### src/rtl/panel_init_pkg.sv
package panel_init_pkg;

    // Program geometry, fixed by the stored programs
    localparam int PROG_A_LEN  = 8;
    localparam int PROG_B_LEN  = 22;
    localparam int TAIL_LEN    = 2;
    localparam int STEP_MAX    = PROG_B_LEN + TAIL_LEN;
    localparam int STEP_W      = $clog2(STEP_MAX);
    localparam int MAX_PARAMS  = 16;
    localparam int PIDX_W      = $clog2(MAX_PARAMS + 1);
    localparam int BYTE_W      = 8;
    localparam int WORD_W      = BYTE_W + 1;

    // Fixed opcodes and waits
    localparam logic [BYTE_W-1:0] OPC_DISP_ON   = 8'h29;
    localparam logic [BYTE_W-1:0] OPC_SLEEP_OUT = 8'h11;
    localparam int DLY_A_GAMMA = 20;
    localparam int DLY_A_END   = 100;

    typedef enum logic [3:0] {
        PH_IDLE,
        PH_RST_HI,
        PH_RST_LO,
        PH_SETTLE,
        PH_ID_WAIT,
        PH_OPC,
        PH_OPC_WAIT,
        PH_PRM,
        PH_PRM_WAIT,
        PH_DLY
    } phase_e;

    typedef struct packed {
        phase_e              phase;
        logic [STEP_W-1:0]   step;
        logic [PIDX_W-1:0]   pidx;
        logic                prog_b;
        logic                reset_n;
        logic                busy;
        logic                done;
        logic                err;
    } seq_state_s;

endpackage

### src/rtl/pis_ms_timer.sv
module pis_ms_timer #(
    parameter int CNT_W = 8
) (
    input  logic             clk_i,
    input  logic             rst_ni,
    input  logic             load_i,
    input  logic [CNT_W-1:0] load_val_i,
    input  logic             tick_i,
    output logic             zero_o
);

    logic [CNT_W-1:0] cnt_d, cnt_q;

    always_comb begin
        cnt_d = cnt_q;
        if (load_i) begin
            cnt_d = load_val_i;
        end else if (tick_i && (cnt_q != '0)) begin
            cnt_d = cnt_q - CNT_W'(1);
        end
    end

    always_ff @(posedge clk_i or negedge rst_ni) begin
        if (!rst_ni) cnt_q <= '0;
        else         cnt_q <= cnt_d;
    end

    assign zero_o = (cnt_q == '0);

    // Each tick outside a load removes exactly one millisecond
    assert_tick_step_R7: assert property (@(posedge clk_i) disable iff (!rst_ni)
        (!load_i && tick_i && (cnt_q != '0)) |=> (cnt_q == $past(cnt_q) - CNT_W'(1)));

    // Without tick or load the count holds
    assert_hold_idle_R2: assert property (@(posedge clk_i) disable iff (!rst_ni)
        (!load_i && !tick_i) |=> $stable(cnt_q));

endmodule

### src/rtl/pis_step_rom.sv
module pis_step_rom
    import panel_init_pkg::*;
#(
    parameter int TMR_W     = 8,
    parameter int ON_GAP_MS = 100
) (
    input  logic              prog_b_i,
    input  logic [STEP_W-1:0] step_i,
    input  logic [PIDX_W-1:0] pidx_i,
    output logic [BYTE_W-1:0] opcode_o,
    output logic [PIDX_W-1:0] count_o,
    output logic [TMR_W-1:0]  delay_o,
    output logic [BYTE_W-1:0] param_o,
    output logic              last_o
);

    localparam logic [STEP_W-1:0] LEN_A = STEP_W'(PROG_A_LEN);
    localparam logic [STEP_W-1:0] LEN_B = STEP_W'(PROG_B_LEN);

    logic [STEP_W-1:0] prog_len;
    logic [STEP_W-1:0] tail_idx;
    logic              in_prog;

    always_comb begin
        prog_len = prog_b_i ? LEN_B : LEN_A;
        in_prog  = (step_i < prog_len);
        tail_idx = step_i - prog_len;

        opcode_o = '0;
        count_o  = '0;
        delay_o  = '0;
        param_o  = {step_i[3:0], pidx_i[3:0]};
        last_o   = 1'b0;

        if (in_prog && !prog_b_i) begin
            unique case (step_i[2:0])
                3'd0: begin opcode_o = 8'h36; count_o = PIDX_W'(1);  end
                3'd1: begin opcode_o = 8'h3A; count_o = PIDX_W'(1);  end
                3'd2: begin opcode_o = 8'hB6; count_o = PIDX_W'(4);  end
                3'd3: begin opcode_o = 8'hC5; count_o = PIDX_W'(2);  end
                3'd4: begin opcode_o = 8'hE0; count_o = PIDX_W'(16); end
                3'd5: begin
                    opcode_o = 8'hE1;
                    count_o  = PIDX_W'(16);
                    delay_o  = TMR_W'(DLY_A_GAMMA);
                end
                3'd6: begin opcode_o = 8'hB0; count_o = PIDX_W'(1);  end
                default: begin
                    opcode_o = 8'hB4;
                    count_o  = PIDX_W'(1);
                    delay_o  = TMR_W'(DLY_A_END);
                end
            endcase
        end else if (in_prog) begin
            if (step_i == '0) begin
                opcode_o = 8'hFF;
                count_o  = PIDX_W'(3);
                unique case (pidx_i)
                    PIDX_W'(0): param_o = 8'hFF;
                    PIDX_W'(1): param_o = 8'h98;
                    default:    param_o = 8'h06;
                endcase
            end else if (step_i == LEN_B - STEP_W'(1)) begin
                opcode_o = 8'h35;
                count_o  = PIDX_W'(1);
                param_o  = 8'h00;
            end else begin
                opcode_o = 8'hC0 + BYTE_W'(step_i);
                count_o  = PIDX_W'(2);
            end
        end else begin
            if (tail_idx == '0) begin
                opcode_o = OPC_DISP_ON;
                delay_o  = TMR_W'(ON_GAP_MS);
            end else begin
                opcode_o = OPC_SLEEP_OUT;
                last_o   = 1'b1;
            end
        end
    end

endmodule

### src/rtl/pis_xfer_link.sv
module pis_xfer_link
    import panel_init_pkg::*;
(
    input  logic              clk_i,
    input  logic              rst_ni,
    input  logic              issue_i,
    input  logic              issue_rd_i,
    input  logic [WORD_W-1:0] issue_word_i,
    output logic              req_o,
    output logic              rd_o,
    output logic [WORD_W-1:0] word_o,
    input  logic              port_done_i,
    input  logic              port_err_i,
    input  logic [BYTE_W-1:0] port_rdata_i,
    output logic              done_o,
    output logic              err_o,
    output logic [BYTE_W-1:0] rdata_o
);

    typedef struct packed {
        logic              req;
        logic              rd;
        logic [WORD_W-1:0] word;
    } link_s;

    link_s l_d, l_q;

    always_comb begin
        l_d = l_q;
        if (l_q.req && port_done_i) begin
            l_d.req = 1'b0;
        end
        if (issue_i) begin
            l_d.req  = 1'b1;
            l_d.rd   = issue_rd_i;
            l_d.word = issue_word_i;
        end
    end

    always_ff @(posedge clk_i or negedge rst_ni) begin
        if (!rst_ni) l_q <= '0;
        else         l_q <= l_d;
    end

    assign req_o   = l_q.req;
    assign rd_o    = l_q.rd;
    assign word_o  = l_q.word;
    assign done_o  = l_q.req & port_done_i;
    assign err_o   = done_o & port_err_i;
    assign rdata_o = port_rdata_i;

    // A new transfer never starts while one is outstanding
    assert_single_outstanding_R12: assert property (@(posedge clk_i) disable iff (!rst_ni)
        issue_i |-> !l_q.req);

    // Request and word hold until the port answers
    assert_req_hold_R12: assert property (@(posedge clk_i) disable iff (!rst_ni)
        (l_q.req && !port_done_i) |=> (l_q.req && $stable(l_q.word) && $stable(l_q.rd)));

    // Request drops right after the answer
    assert_req_release_R12: assert property (@(posedge clk_i) disable iff (!rst_ni)
        (l_q.req && port_done_i && !issue_i) |=> !l_q.req);

endmodule

### src/rtl/panel_init_seq.sv
module panel_init_seq
    import panel_init_pkg::*;
#(
    parameter int          TMR_W         = 8,
    parameter int          RST_HIGH_MS   = 100,
    parameter int          RST_LOW_MS    = 40,
    parameter int          RST_SETTLE_MS = 100,
    parameter int          ON_GAP_MS     = 100,
    parameter logic [7:0]  ID_MATCH      = 8'h80,
    parameter logic [7:0]  ID_OPCODE     = 8'h04
) (
    input  logic        clk_i,
    input  logic        rst_ni,
    input  logic        start_i,
    input  logic        ms_tick_i,
    output logic        panel_rst_n_o,
    output logic        xfer_req_o,
    output logic        xfer_rd_o,
    output logic [8:0]  xfer_word_o,
    input  logic        xfer_done_i,
    input  logic        xfer_err_i,
    input  logic [7:0]  xfer_rdata_i,
    output logic        busy_o,
    output logic        done_o,
    output logic        err_o
);

    localparam logic [STEP_W-1:0] STEP_LIMIT = STEP_W'(STEP_MAX);

    seq_state_s s_d, s_q;

    logic              tmr_load;
    logic [TMR_W-1:0]  tmr_val;
    logic              tmr_zero;

    logic              lk_issue;
    logic              lk_rd;
    logic [WORD_W-1:0] lk_word;
    logic              lk_done;
    logic              lk_err;
    logic [BYTE_W-1:0] lk_rdata;

    logic [BYTE_W-1:0] rom_opcode;
    logic [PIDX_W-1:0] rom_count;
    logic [TMR_W-1:0]  rom_delay;
    logic [BYTE_W-1:0] rom_param;
    logic              rom_last;

    pis_ms_timer #(.CNT_W(TMR_W)) u_timer (
        .clk_i      (clk_i),
        .rst_ni     (rst_ni),
        .load_i     (tmr_load),
        .load_val_i (tmr_val),
        .tick_i     (ms_tick_i),
        .zero_o     (tmr_zero)
    );

    pis_step_rom #(.TMR_W(TMR_W), .ON_GAP_MS(ON_GAP_MS)) u_rom (
        .prog_b_i (s_q.prog_b),
        .step_i   (s_q.step),
        .pidx_i   (s_q.pidx),
        .opcode_o (rom_opcode),
        .count_o  (rom_count),
        .delay_o  (rom_delay),
        .param_o  (rom_param),
        .last_o   (rom_last)
    );

    pis_xfer_link u_link (
        .clk_i        (clk_i),
        .rst_ni       (rst_ni),
        .issue_i      (lk_issue),
        .issue_rd_i   (lk_rd),
        .issue_word_i (lk_word),
        .req_o        (xfer_req_o),
        .rd_o         (xfer_rd_o),
        .word_o       (xfer_word_o),
        .port_done_i  (xfer_done_i),
        .port_err_i   (xfer_err_i),
        .port_rdata_i (xfer_rdata_i),
        .done_o       (lk_done),
        .err_o        (lk_err),
        .rdata_o      (lk_rdata)
    );

    always_comb begin
        s_d      = s_q;
        s_d.done = 1'b0;
        tmr_load = 1'b0;
        tmr_val  = '0;
        lk_issue = 1'b0;
        lk_rd    = 1'b0;
        lk_word  = '0;

        unique case (s_q.phase)
            PH_IDLE: begin
                if (start_i) begin
                    s_d.phase   = PH_RST_HI;
                    s_d.busy    = 1'b1;
                    s_d.err     = 1'b0;
                    s_d.reset_n = 1'b1;
                    tmr_load    = 1'b1;
                    tmr_val     = TMR_W'(RST_HIGH_MS);
                end
            end
            PH_RST_HI: begin
                if (tmr_zero) begin
                    s_d.phase   = PH_RST_LO;
                    s_d.reset_n = 1'b0;
                    tmr_load    = 1'b1;
                    tmr_val     = TMR_W'(RST_LOW_MS);
                end
            end
            PH_RST_LO: begin
                if (tmr_zero) begin
                    s_d.phase   = PH_SETTLE;
                    s_d.reset_n = 1'b1;
                    tmr_load    = 1'b1;
                    tmr_val     = TMR_W'(RST_SETTLE_MS);
                end
            end
            PH_SETTLE: begin
                if (tmr_zero) begin
                    s_d.phase = PH_ID_WAIT;
                    lk_issue  = 1'b1;
                    lk_rd     = 1'b1;
                    lk_word   = {1'b0, ID_OPCODE};
                end
            end
            PH_ID_WAIT: begin
                if (lk_done) begin
                    s_d.prog_b = (lk_rdata != ID_MATCH);
                    s_d.err    = s_q.err | lk_err;
                    s_d.step   = '0;
                    s_d.phase  = PH_OPC;
                end
            end
            PH_OPC: begin
                lk_issue  = 1'b1;
                lk_word   = {1'b0, rom_opcode};
                s_d.pidx  = '0;
                s_d.phase = PH_OPC_WAIT;
            end
            PH_OPC_WAIT: begin
                if (lk_done) begin
                    s_d.err = s_q.err | lk_err;
                    if (rom_count == '0) begin
                        tmr_load  = 1'b1;
                        tmr_val   = rom_delay;
                        s_d.phase = PH_DLY;
                    end else begin
                        s_d.phase = PH_PRM;
                    end
                end
            end
            PH_PRM: begin
                lk_issue  = 1'b1;
                lk_word   = {1'b1, rom_param};
                s_d.phase = PH_PRM_WAIT;
            end
            PH_PRM_WAIT: begin
                if (lk_done) begin
                    s_d.err = s_q.err | lk_err;
                    if ((s_q.pidx + PIDX_W'(1)) == rom_count) begin
                        tmr_load  = 1'b1;
                        tmr_val   = rom_delay;
                        s_d.phase = PH_DLY;
                    end else begin
                        s_d.pidx  = s_q.pidx + PIDX_W'(1);
                        s_d.phase = PH_PRM;
                    end
                end
            end
            PH_DLY: begin
                if (tmr_zero) begin
                    if (rom_last) begin
                        s_d.phase = PH_IDLE;
                        s_d.busy  = 1'b0;
                        s_d.done  = 1'b1;
                    end else begin
                        s_d.step  = s_q.step + STEP_W'(1);
                        s_d.phase = PH_OPC;
                    end
                end
            end
            default: begin
                s_d.phase = PH_IDLE;
            end
        endcase
    end

    always_ff @(posedge clk_i or negedge rst_ni) begin
        if (!rst_ni) begin
            s_q         <= '0;
            s_q.phase   <= PH_IDLE;
            s_q.reset_n <= 1'b1;
        end else begin
            s_q <= s_d;
        end
    end

    assign panel_rst_n_o = s_q.reset_n;
    assign busy_o        = s_q.busy;
    assign done_o        = s_q.done;
    assign err_o         = s_q.err;

    // No command traffic while the panel is held in reset
    assert_quiet_in_reset_R2: assert property (@(posedge clk_i) disable iff (!rst_ni)
        !panel_rst_n_o |-> !xfer_req_o);

    // Done comes with busy low, right after a busy cycle, and lasts one cycle
    assert_done_shape_R9: assert property (@(posedge clk_i) disable iff (!rst_ni)
        done_o |-> (!busy_o && $past(busy_o)));
    assert_done_single_R9: assert property (@(posedge clk_i) disable iff (!rst_ni)
        done_o |=> !done_o);

    // Error flag cannot fall during a run
    assert_err_sticky_R10: assert property (@(posedge clk_i) disable iff (!rst_ni)
        (busy_o && err_o) |=> err_o);

    // A start while busy does not bring back the first reset phase
    assert_restart_blocked_R11: assert property (@(posedge clk_i) disable iff (!rst_ni)
        (busy_o && start_i && (s_q.phase != PH_IDLE)) |=> (s_q.phase != PH_RST_HI || $past(s_q.phase) == PH_RST_HI));

    // Step index stays inside the stored programs plus tail
    assert_step_range_R5: assert property (@(posedge clk_i) disable iff (!rst_ni)
        busy_o |-> (s_q.step < STEP_LIMIT));

endmodule

### config.mk
export PLATFORM = sky130hd
export DESIGN_NAME = panel_init_seq
export DESIGN_NICKNAME = d
export VERILOG_FILES = /design/src/rtl/panel_init_pkg.sv /design/src/rtl/pis_ms_timer.sv /design/src/rtl/pis_step_rom.sv /design/src/rtl/pis_xfer_link.sv /design/src/rtl/panel_init_seq.sv
export SDC_FILE = /design/constraint.sdc
export NUM_CORES = 1
export LEC_CHECK = 0
export CORE_UTILIZATION = 30
export DETAILED_ROUTE_END_ITERATION = 12
export GPL_TIMING_DRIVEN = 0
export PLACE_DENSITY = 0.46
export SETUP_SLACK_MARGIN = 0.5
export SLEW_MARGIN = 15
export SYNTH_ARGS = -nofsm -noshare
export SYNTH_HDL_FRONTEND = slang
export SYNTH_HIERARCHICAL = 1
export SYNTH_SLANG_ARGS = --single-unit
export TNS_END_PERCENT = 50
### constraint.sdc
create_clock -name clk_i -period 5.65 [get_ports clk_i]
set_input_delay 1.695 -clock clk_i [delete_from_list [all_inputs] [get_ports clk_i]]
set_output_delay 1.695 -clock clk_i [all_outputs]
set_load 0.01 [all_outputs]
* Word level (Yosys, flattened, before mapping)
Index checks and enable logic that the tools add are counted.
** Storage, ports and cells
- Bits in registers :: 38
- Output and inout bits :: 15
- Logic and storage cells :: 158
** Cells by class
- $add $sub $neg :: 5
- Order comparisons :: 1
- Eq/ne operators :: 31
- Mux-type cells :: 75
- Bitwise operators :: 3
- Reductions and logical operators :: 31
** Operator list (count)
- $mux 8 :: 16
- $pmux 8 s7 :: 1
- $pmux 4 s10 :: 1
- $pmux 8 s5 :: 1
- $mux 5 :: 7
- $mux 4 :: 8
- $pmux 9 s3 :: 1
- $mux 7 :: 3
- $logic_not 5->1 :: 4
- $pmux 5 s2 :: 2
- $mux 9 :: 2
- $eq 4x3->1 const B :: 4
- $mux 1 :: 16
- $ne 2x2->1 const B :: 8
- $pmux 8 s2 :: 1
- $pmux 5 s3 :: 1
- $pmux 7 s2 :: 1
- $mux 6 :: 2
- $reduce_and 4->1 :: 3
- $reduce_bool 2->1 :: 6
- $mux 11 :: 1
- $add 5x1->5 const B :: 2
- $eq 3x3->1 const B :: 3
- $add 7x6->8 const A :: 1
- 33 further kinds :: 51

* Longest topological paths before layout
Gate-level depths: netlist of the first run.
- Depth after elaboration :: 10
- Gate-level depth with buffers :: 18
- Gate-level depth less buffers :: 16

* Cells and area by module
The synthesis of the first run kept the hierarchy.
** Modules (own cells, without submodules)
- panel_init_seq :: times used 1, cells an instance 185, area an instance 1541.5 µm², sequential area each 476.7 µm²
- pis_step_rom :: times used 1, cells an instance 90, area an instance 586.8 µm², sequential area each 0.0 µm²
- pis_ms_timer :: times used 1, cells an instance 58, area an instance 528.0 µm², sequential area each 200.2 µm²
- pis_xfer_link :: times used 1, cells an instance 34, area an instance 518.0 µm², sequential area each 275.3 µm²

* Worst setup path before layout of the first run
Ideal clock, no wire load.
- Path type :: register -> register
- From :: register s_q[11] (netlist name)
- To :: register u_timer.cnt_q[3]
- Data arrival time :: 4.051 ns
- Setup slack :: 1.509 ns
- Stages on the path, launching flop included :: 17
- Path buffers :: 1
- Clock period less this slack :: 4.141 ns
- Path through :: dfrtp_1 -> clkbuf_1 -> inv_1 -> ha_1 -> inv_1 -> fa_1 -> a21o_1 -> a21oi_2 -> nand2_1 -> nor4_1 -> nor3b_1 -> o21a_1 -> o311ai_4 -> o21ai_2 -> a21o_1 -> or4_1 -> o221ai_1
** On the way
- Elaborated cells between the ends (all ways) :: 30
- Classes of those cells :: order compare (1); eq/ne (6); mux (18); reduce/logical (5)
** RTL lines
- start, declared :: line panel_init_seq.sv:30 : seq_state_s s_d, s_q;
- branches (longest 3 deep; another with $lt 5x5->1)
- $mux 5 (*) :: line pis_step_rom.sv:35 : if (in_prog && !prog_b_i) begin
- net rom_count[2] :: line panel_init_seq.sv:44 : logic [PIDX_W-1:0] rom_count;
- $eq 5x5->1 / $logic_not 5->1 (equally long branches) :: line panel_init_seq.sv:164, panel_init_seq.sv:147
- $mux 1, on equally long branches :: line panel_init_seq.sv:164, panel_init_seq.sv:147
- $mux 1, on equally long branches :: line panel_init_seq.sv:162, panel_init_seq.sv:145
- $pmux 1 s4 (*) :: line panel_init_seq.sv:95 : unique case (s_q.phase)
- net tmr_load :: line panel_init_seq.sv:32 : logic tmr_load;
- $mux 8 / $reduce_bool 2->1 (equally long branches)
- end signal, assigned :: line pis_ms_timer.sv:25 : else cnt_q <= cnt_d;
- end, declared :: line pis_ms_timer.sv:12 : logic [CNT_W-1:0] cnt_d, cnt_q;
Mark *: on every way through the listed nets, which the timed path passes.
A chain may end at the register's enable or synchronous reset.

* Worst setup path in the final report of the first run
- From :: register s_q[11] (netlist name)
- To :: register u_timer.cnt_q[7]
** On the way
- Longest elaborated chain between the ends :: 10
- Elaborated cells between the ends (all ways) :: 29
- Classes of those cells :: order compare (1); eq/ne (6); mux (17); reduce/logical (5)
** Ends and longest elaborated chain
- $eq 5x5->1 :: line pis_step_rom.sv:63 : end else if (step_i == LEN_B - STEP_W'(1)) begin
- $mux 2 :: line pis_step_rom.sv:63
- $mux 5 :: line pis_step_rom.sv:55 : if (step_i == '0) begin
- $mux 5 :: line pis_step_rom.sv:54 : end else if (in_prog) begin
- $mux 5 (*) :: line pis_step_rom.sv:35
- net rom_count[1] :: line panel_init_seq.sv:44
- $eq 5x5->1 / $logic_not 5->1 (equally long branches) :: line panel_init_seq.sv:164, panel_init_seq.sv:147
- $mux 1, on equally long branches :: line panel_init_seq.sv:164, panel_init_seq.sv:147
- $mux 1, on equally long branches :: line panel_init_seq.sv:162, panel_init_seq.sv:145
- $pmux 1 s4 (*) :: line panel_init_seq.sv:95
- net tmr_load :: line panel_init_seq.sv:32
- $mux 8 / $reduce_bool 2->1 (equally long branches)
The timed path passes the listed nets; every way through them passes the cells marked *.

==> impl_summary.md, run 1 <==
Routing
In the final routed layout, each cell accounts on average for 15.79 µm. The detailed router placed 2,877 vias in this run. The number of vias per cell after detailed routing is 5.368. The first detailed-routing pass took 4 iterations.

The routed wire length is 8465 µm. The DRC marker count from the first detailed-route iteration is 127. The number of remaining DRC errors is 0. The count of nets left with antenna violations after detail routing is 0.

Timing
The final number of max-transition violations is 0. On the final layout, the worst clock skew is 0.004163 ns. The worst path setup slack after routing is 0.9138 ns.

The final number of setup-violating endpoints is 0. Setup repair after global routing left no endpoint under its margin. Measured against its own limit, the worst slew margin works out to 51.30%.

The slew at the pin closest to its max-slew limit is 0.7278 ns. Dividing the final minimum period by the clock period gives 83.83%. The final sum of negative setup slack is 0 ns. Subtracting the final worst setup slack from the clock period gives 4.736 ns. The number of failing hold endpoints at the final stage is 0. Based on the critical path, the design can be clocked at up to 0.2111 GHz.

Pwr
The leakage component of the power is 1.533 nW. The maximum resistive drop on vdd is 0.0001622 V. Power spread over the standard cell area amounts to 437.4 nW/µm².

Floorplan
29 I/O pins were placed. The starting density of the core is 30.89%. The placeable core region is 10,280 µm². The width of the die is 104.9 µm. The y dimension of the die is 104.9 µm. In this run the core area contains 37 standard-cell rows. The die covers 11,000 µm².

Synth
The synthesized netlist devotes 26.33% of its cell area to compound gates. For this run, the number of Yosys warnings is 6. The largest family of logic cells by synthesized area is compound AO/OA/AOI/OAI gates.

Counting flops with a built-in enable in the synthesized netlist gives 0. In the synthesized netlist, the cells that appear most often are dfrtp_1 (37), nor2_1 (28), o21ai_0 (23). Summing the areas of all xor and xnor instances in the mapped netlist gives 2.759% of the synthesized area. Of the total synthesized cell area, the portion taken by AND, OR, NAND and NOR gates is 23.33%. For this run, asynchronously set or reset flops after synthesis account for 100.0%. The synthesized netlist devotes 3.784% of its cell area to adder and majority cells. Summing every instance area after synthesis gives 3174 µm². In this run, synthesis produced a sequential element count of 38. Sorting the synthesized cells by area gives the leading types as dfrtp_1 (29%), mux2_4 (4.3%), o21ai_0 (3.6%), buf_4 (3.3%), nor2_1 (3.3%). The share of synthesized area in the top cell type comes to 29.17%.

The count of mapped cells out of synthesis is 367. Multiplexer cells account for 5.873% of the synthesized area. The number of distinct library cells after synthesis is 77. The sequential-to-total area share from yosys stat is 30.00%. Yosys instantiated no cell more often than dfrtp_1. The mean instance size in the synthesized netlist is 8.649 µm². The flip-flop cell with the highest count after synthesis is dfrtp_1. The leading area contributor after synthesis is dfrtp_1.

Final layout
The area growth from synthesis to layout is 16.71%. Summing all flip-flop and latch instances after layout gives 952.2 µm². In the final layout, the share of cells above drive strength 1 is 13.50%. After the last flow step, the layout net total stands at 422. The count of cells in the finished layout, fillers not included, comes to 536. The area of the multi-input gates is 2019 µm².

The number of antenna diodes is 0. The layout has 1,088 filler cells.

Clocking
The maximum buffer depth of the clock tree is 2. The clock tree from TritonCTS is built. The number of buffers created by CTS is 5. The later-pin clock latency in the skew report is 0.30 ns. The H-tree was split into 2 levels.

The post-CTS clock slew at the launch and capture registers of the worst setup and hold paths is 0.08 ns. For this design, the sink count on the clock tree is 38. Clock tree synthesis selected as its root buffer the cell clkbuf_8.

Critical path
On the critical path, the stage with the largest delay is an instance of dfrtp_1. The biggest cell delay along the critical path is 0.47 ns. The critical path capture point type is a flip-flop. The category of cells accounting for the largest share of critical-path delay is compound AO/OA/AOI/OAI gates.

The data required time of the worst path is 5.84 ns. The top fanout value on the critical path is 10. The startpoint type of the worst setup path is a flip-flop. The critical path buffer and inverter count is 4. The signal arrival time at the worst endpoint is 4.92 ns. The type of the worst setup path is flip-flop to flip-flop.

The critical path goes through clkbuf_1, inv_1, ha_1, inv_1, fa_1, a21o_1, a21oi_4, nand2_1, o31ai_1, xor2_1, a211oi_2, o311ai_4, o21ai_4, a21o_1, clkinv_1, o311a_1, a221o_1.

Run
Across the run, the number of max-cap violations was 0.

Placed design
The number of buffers inserted by port buffering is 20. The number of placed instances, taps included, is 528. At the placement stage, the worst setup path has a slack of 0.6001 ns. The half-perimeter wire length after placement is 6331 µm.

Routability-driven placement finished with a final weighted congestion of 0.8435.

Run status
The flow ran to the end, and the final reports show no timing, DRC or antenna violations.

Global route
Summed over all layers, the global routing overflow is 0. The number of antenna violations at the first check in global routing was 0. In the global route stage, overall resource usage came out at 15.91%. The number of global-route vias before repair came to 2,687. The maximum number of pins on one net before global-route repair is 22. The first global-routing pass estimated 14,110 µm of wire.

Hold path
The worst hold path class is flip-flop to flip-flop.
path summary, 6_finish.rpt:
check,from,endpoint,slack [ns],depth (start not counted)
setup / recovery,s_q[11]$_DFFE_PN0P_,u_timer/cnt_q[7]$_DFFE_PN0P_,0.91,17
hold / removal,err_o$_DFFE_PN0P_,err_o$_DFFE_PN0P_,0.50,1
setup reg to reg,s_q[11]$_DFFE_PN0P_,u_timer/cnt_q[7]$_DFFE_PN0P_,0.91,17
hold reg to reg,err_o$_DFFE_PN0P_,err_o$_DFFE_PN0P_,0.50,1
max in group asynchronous,rst_ni,panel_rst_n_o$_DFFE_PN1P_,3.75,2
min in group asynchronous,rst_ni,u_link/word_o[3]$_DFFE_PN0P_,1.34,1
metrics by stage:
step                total power, mW  utilization, %  hold slack, ns  cell area [µm²]
floorplan                     1.124               -          0.5014             3189
global placement              1.386           34.64          0.4796             3560
detailed placement            1.395           34.86          0.4904             3582
CTS                           1.606           35.74          0.5131             3674
global route                  1.763           36.05          0.5257             3705
finish                        1.620           36.05          0.5032             3705
timing repair:
item,CTS,global route
hold buffers,0,0
resized for setup,0,6
setup endpoints to repair,0,8
setup buffers,0,0
logic make-up (layout without fill, tap and decap cells):
family / count (synthesis) / count (layout)
other: 1 / 5
multiplexers: 14 / 14
AND/OR/NAND/NOR: 132 / 132
XOR/XNOR: 10 / 10
AO/OA/AOI/OAI: 116 / 116
adder cells (fa/ha/maj): 9 / 9
buffers and inverters: 47 / 76
flip-flops: 38 / 38
where the power goes:
part	total (mW)	internal, mW	switching [mW]
clock network	0.201	0.0986	0.103
registers	0.440	0.354	0.0866
logic	0.979	0.415	0.564
total	1.62	0.867	0.754
cells in the final DEF (no fill, tap or decap), types with 7 or more instances in the layout:
cell type and instances:
nor2_1 28, a21oi_1 20, clkbuf_1 13, nand3_1 7, ha_1 8, nor3_1 15
dfrtp_1 37, inv_1 12, o21ai_0 23, mux2_4 9, a22o_1 10, clkdlybuf4s50_1 19
and2_1 9, buf_4 14, nand2_1 18
worst reg2reg max path, cell delays in order (launching register included):
cell and delay, ns:
dfrtp_1 0.47, clkbuf_1 0.27, inv_1 0.22, ha_1 0.21, inv_1 0.06, fa_1 0.39
a21o_1 0.22, a21oi_4 0.30, nand2_1 0.23, o31ai_1 0.38, xor2_1 0.12, a211oi_2 0.22
o311ai_4 0.25, o21ai_4 0.32, a21o_1 0.21, clkinv_1 0.28, o311a_1 0.22, a221o_1 0.25
final cells by class:
type / count / area share (%)
multi-input combinational: 286 / 54.51
sequential: 38 / 25.70
timing repair buffer: 21 / 6.011
buffer: 33 / 5.302
tap: 136 / 4.593
clock buffer: 7 / 2.330
inverter: 14 / 1.418
clock inverter: 1 / 0.1351
metal layers:
layer | vias to the layer above | wire [µm] | global-route usage, %
li1 | 1416 | - | -
met1 | 1397 | 4339 | 23.29
met2 | 54 | 3722 | 23.98
met3 | 10 | 304 | 2.495
met4 | 0 | 99 | 4.427
met5 | - | 0 | 0
state kept, by name, indices dropped and copies added, names as in the netlist:
signal         cells
err_o              1
panel_rst_n_o      1
done_o             1
s_q               15
u_link/word_o      9
u_timer/cnt_q      8
busy_o             1
u_link/rd_o        1
u_link/req_o       1
Power figures use the tool's default switching activity.
==> inputs of run 2 (changes only) <==
- PLACE_DENSITY: 0.46 -> 0.48
- clock period: 5.65 -> 4.3 ns (I/O delays scaled with it)
==> run 2 against run 1 <==
Cell area increased by 3.1%. Clock skew up 0.0049 ns. Combinational power grew 42%. Cell count rose by 1.1%. Setup slack got worse by 0.23 ns. Fmax increased by 31%. Die area unchanged. Non-clock buffer count is 6 higher. Register-to-register slack worse by 0.23 ns. Critical path type unchanged. Largest cell class unchanged.
==> impl_summary.md, run 2 (synthesized netlist as in run 1, its figures left out) <==
Routing
In the routed design, unresolved DRC markers number 0. The number of vias per cell after detailed routing is 5.271. The count of vias placed by the detailed router is 2,857. The count of nets left with antenna violations after detail routing is 0.

The first routing iteration left 162 violations. For this run, the detailed router's first-pass iteration total came to 4. For this block, the routed nets add up to 8267 µm of wire. Dividing the detail-routed wire length by the instance count gives 15.25 µm.

Clocking
After clock tree synthesis, the clock-pin slew on the worst setup and hold paths is 0.08 ns. Clock tree synthesis inserted a total of 5 buffers. Counting every sink on the clock net gives 38. CTS built an H-tree with a depth of 2.

The clock tree from TritonCTS is built. The master cell of the clock root buffer is clkbuf_8. The maximum buffer depth of the clock tree is 2. The later pin in the worst-skew pair is clocked with a latency of 0.29 ns.

Placed design
The number of placed instances, taps included, is 528. In this run the tool buffered the top-level ports with 20 buffer cells. Routability-driven placement finished with a final weighted congestion of 0.8502. Detailed placement ended at an HPWL of 6212 µm.

Run status
The flow ran to the end, and the final reports show no timing, DRC or antenna violations.

Critical path
The worst register-to-register path has a depth of 16. The data required time of the worst path is 4.50 ns. For the worst setup path, the data arrival time is 3.82 ns. The category of cells accounting for the largest share of critical-path delay is simple AND/OR/NAND/NOR gates. STA classifies the critical path endpoint as a flip-flop. The critical path is of the flip-flop to flip-flop type. The slowest library cell on the worst path is or4_1.

The critical path starts at s_q[11]$_DFFE_PN0P_. The startpoint type of the worst setup path is a flip-flop. The biggest cell delay along the critical path is 0.48 ns. Walking the worst path, the cells encountered are clkbuf_8, inv_4, ha_2, inv_1, fa_2, a21o_1, a21o_1, or3_4, o21ai_2, or4_1, nor2_1, nand4_1, o21ai_4, a21o_4, or4_1, o221ai_1.

The reg-to-reg critical path startpoint is s_q[11]$_DFFE_PN0P_. Together, buffers and inverters on the worst path number 3. The reg2reg setup slack is 0.68 ns.

The top fanout value on the critical path is 10. The worst register-to-register path ends at u_timer/cnt_q[3]$_DFFE_PN0P_.

Global route
The number of antenna violations at the first check in global routing is 0. The overall global routing resource usage is 16.03%. The number of global-route vias before repair is 2,811.

The global-route wire length before repair is 14,320 µm. Entering global routing, the biggest net connects 27 pins. After global routing the overflow that remains totals 0.

Pwr
The maximum resistive drop on vdd is 0.0002375 V. Per report_power, the sequential group accounts for 25.7% of the total. The internal power of the cells totals 1.214 mW. In this run switching power makes up 45.52% of total power. The design draws 2.228 mW. Combinational logic burns 62.5% of the power. Summed over all nets, the switching power comes to 1.014 mW. The part of the total power dissipated in the clock network is 11.8%. The power density over the cells is 583.2 nW/µm². Summed over all cells, the static leakage comes to 1.573 nW.

Final layout
The library cells used most frequently in the layout, excluding fill and tap cells, are dfrtp_1 (37), nor2_1 (28), o21ai_0 (22), a21oi_1 (20), buf_4 (20). The non-filler instance count after layout is 542. The final net count is 428. The most common library cell in the layout ignoring fill and taps is dfrtp_1. The fill cell total of the finished layout is 1,086. Relative to the synthesized area, the layout overhead comes to 20.34%.

The number of flip-flops under the largest register name is 15. The number of antenna diodes is 0. The top register by number of flip-flops is s_q. The post-route netlist has 17.49% of its cells at a drive strength greater than 1.

Hold path
The endpoint with the worst hold slack is err_o$_DFFE_PN0P_. The worst hold path belongs to the class flip-flop to flip-flop. The number of cells traversed by the worst hold path is 1.

The worst hold path begins at err_o$_DFFE_PN0P_.

Floorplan
The die is 104.9 µm wide. The core region is 10,280 µm². 29 I/O pins were placed. In this run the vertical extent of the chip is 104.9 µm. The initial utilization of the core area, before any placement, comes to 30.89%.

The number of core rows is 37. The full die area is 11,000 µm².

Timing
The maximum clock skew at final layout is 0.009059 ns. The final-layout worst hold slack is 0.5010 ns. Setup repair after global routing left no endpoint under its margin.

Setup violations remaining at the end of the flow were counted as 0. The final number of max-transition violations is 0. The number of failing hold endpoints at the final stage was 0. Based on the critical path, the design can be clocked at up to 0.2765 GHz. The slew at the pin closest to its max-slew limit is 0.7470 ns. Dividing the final minimum period by the clock period gives 84.12%.

The shortest clock period the worst path allows after layout is 3.617 ns. Setup total negative slack on the finished layout was measured at 0 ns. The tightest slew margin relative to the limit is 50.02%.

Run
The max-capacitance violation count is 0.
## run 2: what timing repair did
action | 4_1_cts | 5_1_grt
buffers inserted | 6 | 0
pin swaps | 6 | 6
gates resized for setup | 13 | 5
setup endpoints to repair | 10 | 5
hold buffers | 0 | 0
hold endpoints to repair | 0 | 0
## run 2: how the worst max path moves through the flow
stage | to | slack [ns] | cells after the start
floorplan | u_timer/cnt_q[3]$_DFFE_PN0P_ | 0.50 | 16
global placement | u_timer/cnt_q[7]$_DFFE_PN0P_ | -0.18 | 17
detailed placement | u_timer/cnt_q[7]$_DFFE_PN0P_ | -0.20 | 17
CTS | u_timer/cnt_q[3]$_DFFE_PN0P_ | 0.53 | 16
global route | u_timer/cnt_q[1]$_DFFE_PN0P_ | 0.50 | 19
finish | u_timer/cnt_q[3]$_DFFE_PN0P_ | 0.68 | 16
## run 2: cell type report
cell class	count	area, µm²	area share (%)
clock inverter	1	5.005	0.1310
timing repair buffer	27	260.3	6.813
inverter	14	62.56	1.638
multi-input combinational	286	2067	54.11
sequential	38	952.2	24.93
buffer	33	216.5	5.667
tap	136	170.2	4.455
clock buffer	7	86.33	2.260
## run 2: power groups by stage
stage | Combinational, mW | Clock, mW | Sequential, mW
2_1_floorplan | 0.936 | 0 | 0.573
3_3_place_gp | 1.27 | 0 | 0.582
3_5_place_dp | 1.28 | 0 | 0.583
4_1_cts | 1.38 | 0.275 | 0.573
5_1_grt | 1.54 | 0.283 | 0.596
6_report | 1.39 | 0.263 | 0.573
## run 2: worst reg2reg max path: stages, from the launching register on
cell,delay (ns)
dfrtp_1,0.39
clkbuf_8,0.17
inv_4,0.09
ha_2,0.18
inv_1,0.05
fa_2,0.34
a21o_1,0.21
a21o_1,0.23
or3_4,0.42
o21ai_2,0.10
or4_1,0.14
nor2_1,0.08
nand4_1,0.16
o21ai_4,0.08
a21o_4,0.23
or4_1,0.48
o221ai_1,0.17
## run 2: layer usage
layer,track usage [%],up-vias,part of all wire [%]
li1,-,1438,-
met5,0,-,0
met2,25.54,52,46
met4,3.924,0,1.1
met3,2.371,8,3.0
met1,22.66,1359,50
## run 2: metrics by stage
stage	instance area (µm²)	worst slack [ns]	utilization [%]
floorplan	3221	0.5012	-
detailed placement	3606	-0.2005	35.09
global route	3820	0.5038	37.17
CTS	3796	0.5286	36.94
global placement	3591	-0.1757	34.94
finish	3820	0.6829	37.17
==> inputs of run 3 (changes only) <==
- PLACE_DENSITY: 0.48 -> 0.46
- clock period: 4.3 -> 3.7 ns (I/O delays scaled with it)
==> run 3 against run 2 <==
Via count rose by 4.7%. Clock-buffer cell count fell by 1. Register-to-register slack got worse by 0.52 ns. Fmax rose by 2.4%. Setup slack got worse by 0.52 ns. Cell area rose by 7.3%. Worst hold slack improved by 0.0018 ns. Combinational power rose by 40%. First-iteration DRC count rose by 30%. Die area did not move. Power rose by 31%. Critical endpoint unchanged.
==> impl_summary.md, run 3 (synthesized netlist as in run 1, its figures left out) <==
Run status
The flow ran to the end, and the final reports show no timing, DRC or antenna violations.

Routing
The DRC marker count from the first detailed-route iteration is 211. The count of vias placed by the detailed router is 2,990. After detailed routing, the number of vias per cell comes to 5.339. The number of remaining DRC errors is 0. The first detailed-routing pass took 4 iterations. The routed wire length is 9128 µm.

The average wire length per cell after detail routing is 16.30 µm. The count of nets left with antenna violations after detail routing is 0.

Pwr
The power density over the cells is 710.3 nW/µm². The leakage component of the power is 1.692 nW. The net switching power is 1.295 mW. The logic gate share of total power is 66.7%. IR analysis of the VDD net gives a maximum drop of 0.0002243 V.

Cell internal power was estimated by the tool at 1.617 mW. The sequential cell fraction of total power is 23.2%. The part of the total power dissipated in the clock network is 10.1%. The switching portion of total power is 44.48%.

Timing
Setup repair after global routing could not meet its margin everywhere. In this run the tightest slew margin relative to its limit is 46.82%. The shortest clock period the worst path allows after layout is 3.534 ns. At the pin with the least slew margin, the transition time is 0.7903 ns.

For this run, the top clock speed supported by timing is 0.2830 GHz. The number of failing hold endpoints at the final stage is 0. The final number of setup-violating endpoints is 0.

The worst path setup slack after routing is 0.1661 ns. The final-layout worst hold slack is 0.5028 ns. The share of the clock period used by the worst path is 95.51%. For the final routed database, the setup TNS stands at 0 ns. The maximum clock skew at final layout is 0.006018 ns. The final number of max-transition violations is 0.

Critical path
STA classifies the critical path startpoint as a flip-flop. Walking the worst path, the cells encountered are buf_8, clkinv_8, ha_4, inv_2, fa_2, a21o_1, a21oi_4, nand2_4, nor4_4, nor2b_4, nor3_2, o311ai_4, o21ai_4, a21o_4, or4_4, o221ai_2. The biggest cell delay along the critical path is 0.43 ns. The slowest library cell on the worst path is dfrtp_2. Counting cells, the worst reg-to-reg path comes to 16. The end of the worst register-to-register path is u_timer/cnt_q[3]$_DFFE_PN0P_. In this run the worst setup path begins at s_q[11]$_DFFE_PN0P_.

The data required time of the worst path is 3.92 ns. The top fanout value on the critical path is 5. The reg-to-reg critical path startpoint is s_q[11]$_DFFE_PN0P_.

The type of the worst setup path is flip-flop to flip-flop. The setup check on the worst reg-to-reg path leaves a slack of 0.17 ns. STA classifies the critical path endpoint as a flip-flop. The signal arrival time at the worst endpoint is 3.75 ns.

Floorplan
The width of the die is 104.9 µm. The full die area is 11,000 µm². The number of core rows is 37. For this design the top-level I/O count stands at 29. The y dimension of the die is 104.9 µm. The placeable core region is 10,280 µm². The starting density of the core is 30.89%.

Hold path
The worst hold path terminates at err_o$_DFFE_PN0P_. The worst hold path class is flip-flop to flip-flop. The number of cells traversed by the worst hold path is 1.

The startpoint identified for the worst hold timing path is err_o$_DFFE_PN0P_.

Clocking
The clock tree from TritonCTS is built. Clock tree synthesis found a total of 38 sinks. Clock latency on the worst-skew pair, taken at its later pin, is 0.29 ns. The H-tree depth is 2. The number of buffers created by CTS is 5. Clock-pin slew was measured on the worst setup and hold paths at 0.08 ns. The root buffer cell chosen for the clock tree is clkbuf_8. The longest clock path from root to sink contains 2 buffers.

Placed design
The half-perimeter wire length after placement is 6482 µm. The cell count after placement is 528. The placer's final routability congestion estimate is 0.8320. The worst setup slack after placement is -0.6833 ns.

The number of buffers inserted by port buffering is 20.

Final layout
0 antenna diodes ended up in the layout. The final core area utilization is 39.88%. The top register by number of flip-flops is s_q. The count of cells in the finished layout, fillers not included, comes to 560. The area growth from synthesis to layout is 29.13%. In the layout the commonest cells are buf_4 (35), dfrtp_1 (34), nor2_1 (25), o21ai_0 (22). The final layout contains 448 nets. Of the cells placed in the final design, the portion with a size suffix greater than 1 is 25.47%. Fill cells in the final layout number 1,070.

The number of flip-flops under the largest register name is 15. Leaving out fill and tap cells, the most frequent cell in the layout is buf_4.

Run
Across the run, the number of max-cap violations was 0.

Global route
The number of global-route vias before repair is 2,822. The first global-routing pass estimated 14,940 µm of wire. The number of antenna violations at the first check in global routing is 0. The overall global routing resource usage is 16.99%. The global-route congestion overflow total is 0. Entering global routing, the biggest net connects 23 pins.
-- run 3: cell type report --
| cell class | count | area (µm²) | share of cell area, % |
|---|---|---|---|
| clock buffers | 6 | 82.58 | 2.015 |
| well taps | 136 | 170.2 | 4.151 |
| repair buffers | 47 | 440.4 | 10.74 |
| flip-flops and latches | 38 | 955.9 | 23.32 |
| plain buffers | 33 | 227.7 | 5.556 |
| multi-input cells | 286 | 2145 | 52.32 |
| inverters | 14 | 77.57 | 1.893 |
-- run 3: power groups by stage --
| stage | combinational (mW) | clock, mW | sequential [mW] |
|---|---|---|---|
| after CTS | 1.82 | 0.306 | 0.671 |
| after detailed placement | 1.56 | 0 | 0.680 |
| final | 1.94 | 0.294 | 0.674 |
| after global placement | 1.55 | 0 | 0.678 |
| after global routing | 2.10 | 0.325 | 0.698 |
| after floorplan | 1.14 | 0 | 0.669 |
-- run 3: critical path, delay by kind of cell (launching register included) --
| kind | cells | cell delay, ns |
|---|---|---|
| flip-flops | 1 | 0.43 |
| adder cells (fa/ha/maj) | 2 | 0.45 |
| AND/OR/NAND/NOR | 5 | 1.16 |
| buffers and inverters | 3 | 0.22 |
| AO/OA/AOI/OAI | 6 | 1.21 |
-- run 3: how the worst max path moves through the flow --
stage | end | slack [ns]
5_1_grt | u_timer/cnt_q[3]$_DFFE_PN0P_ | 0.04
3_5_place_dp | u_timer/cnt_q[3]$_DFFE_PN0P_ | -0.68
2_1_floorplan | u_timer/cnt_q[3]$_DFFE_PN0P_ | -0.07
6_report | u_timer/cnt_q[3]$_DFFE_PN0P_ | 0.17
4_1_cts | u_timer/cnt_q[3]$_DFFE_PN0P_ | 0.18
3_3_place_gp | u_timer/cnt_q[3]$_DFFE_PN0P_ | -0.63
-- run 3: what timing repair did --
item                       in CTS  in global routing
pin swaps                      18                  9
setup endpoints to repair      16                 18
resized for setup              19                 13
setup buffers                  20                  5
hold buffers                    0                  0
gates cloned                    1                  0
-- run 3: layer usage --
layer  vias to the layer above  track usage, %  share of wire (%)
li1                       1481               -                  -
met1                      1451           25.12                 51
met2                        51           26.16                 45
met3                         7           2.433                3.3
met4                         0           3.421               0.74
met5                         -               0                  0
-- run 3: through the flow --
stage / total power, mW / cell area [µm²]
finish: 2.912 / 4099
global route: 3.123 / 4099
floorplan: 1.809 / 3276
CTS: 2.799 / 4013
detailed placement: 2.243 / 3661
global placement: 2.226 / 3646
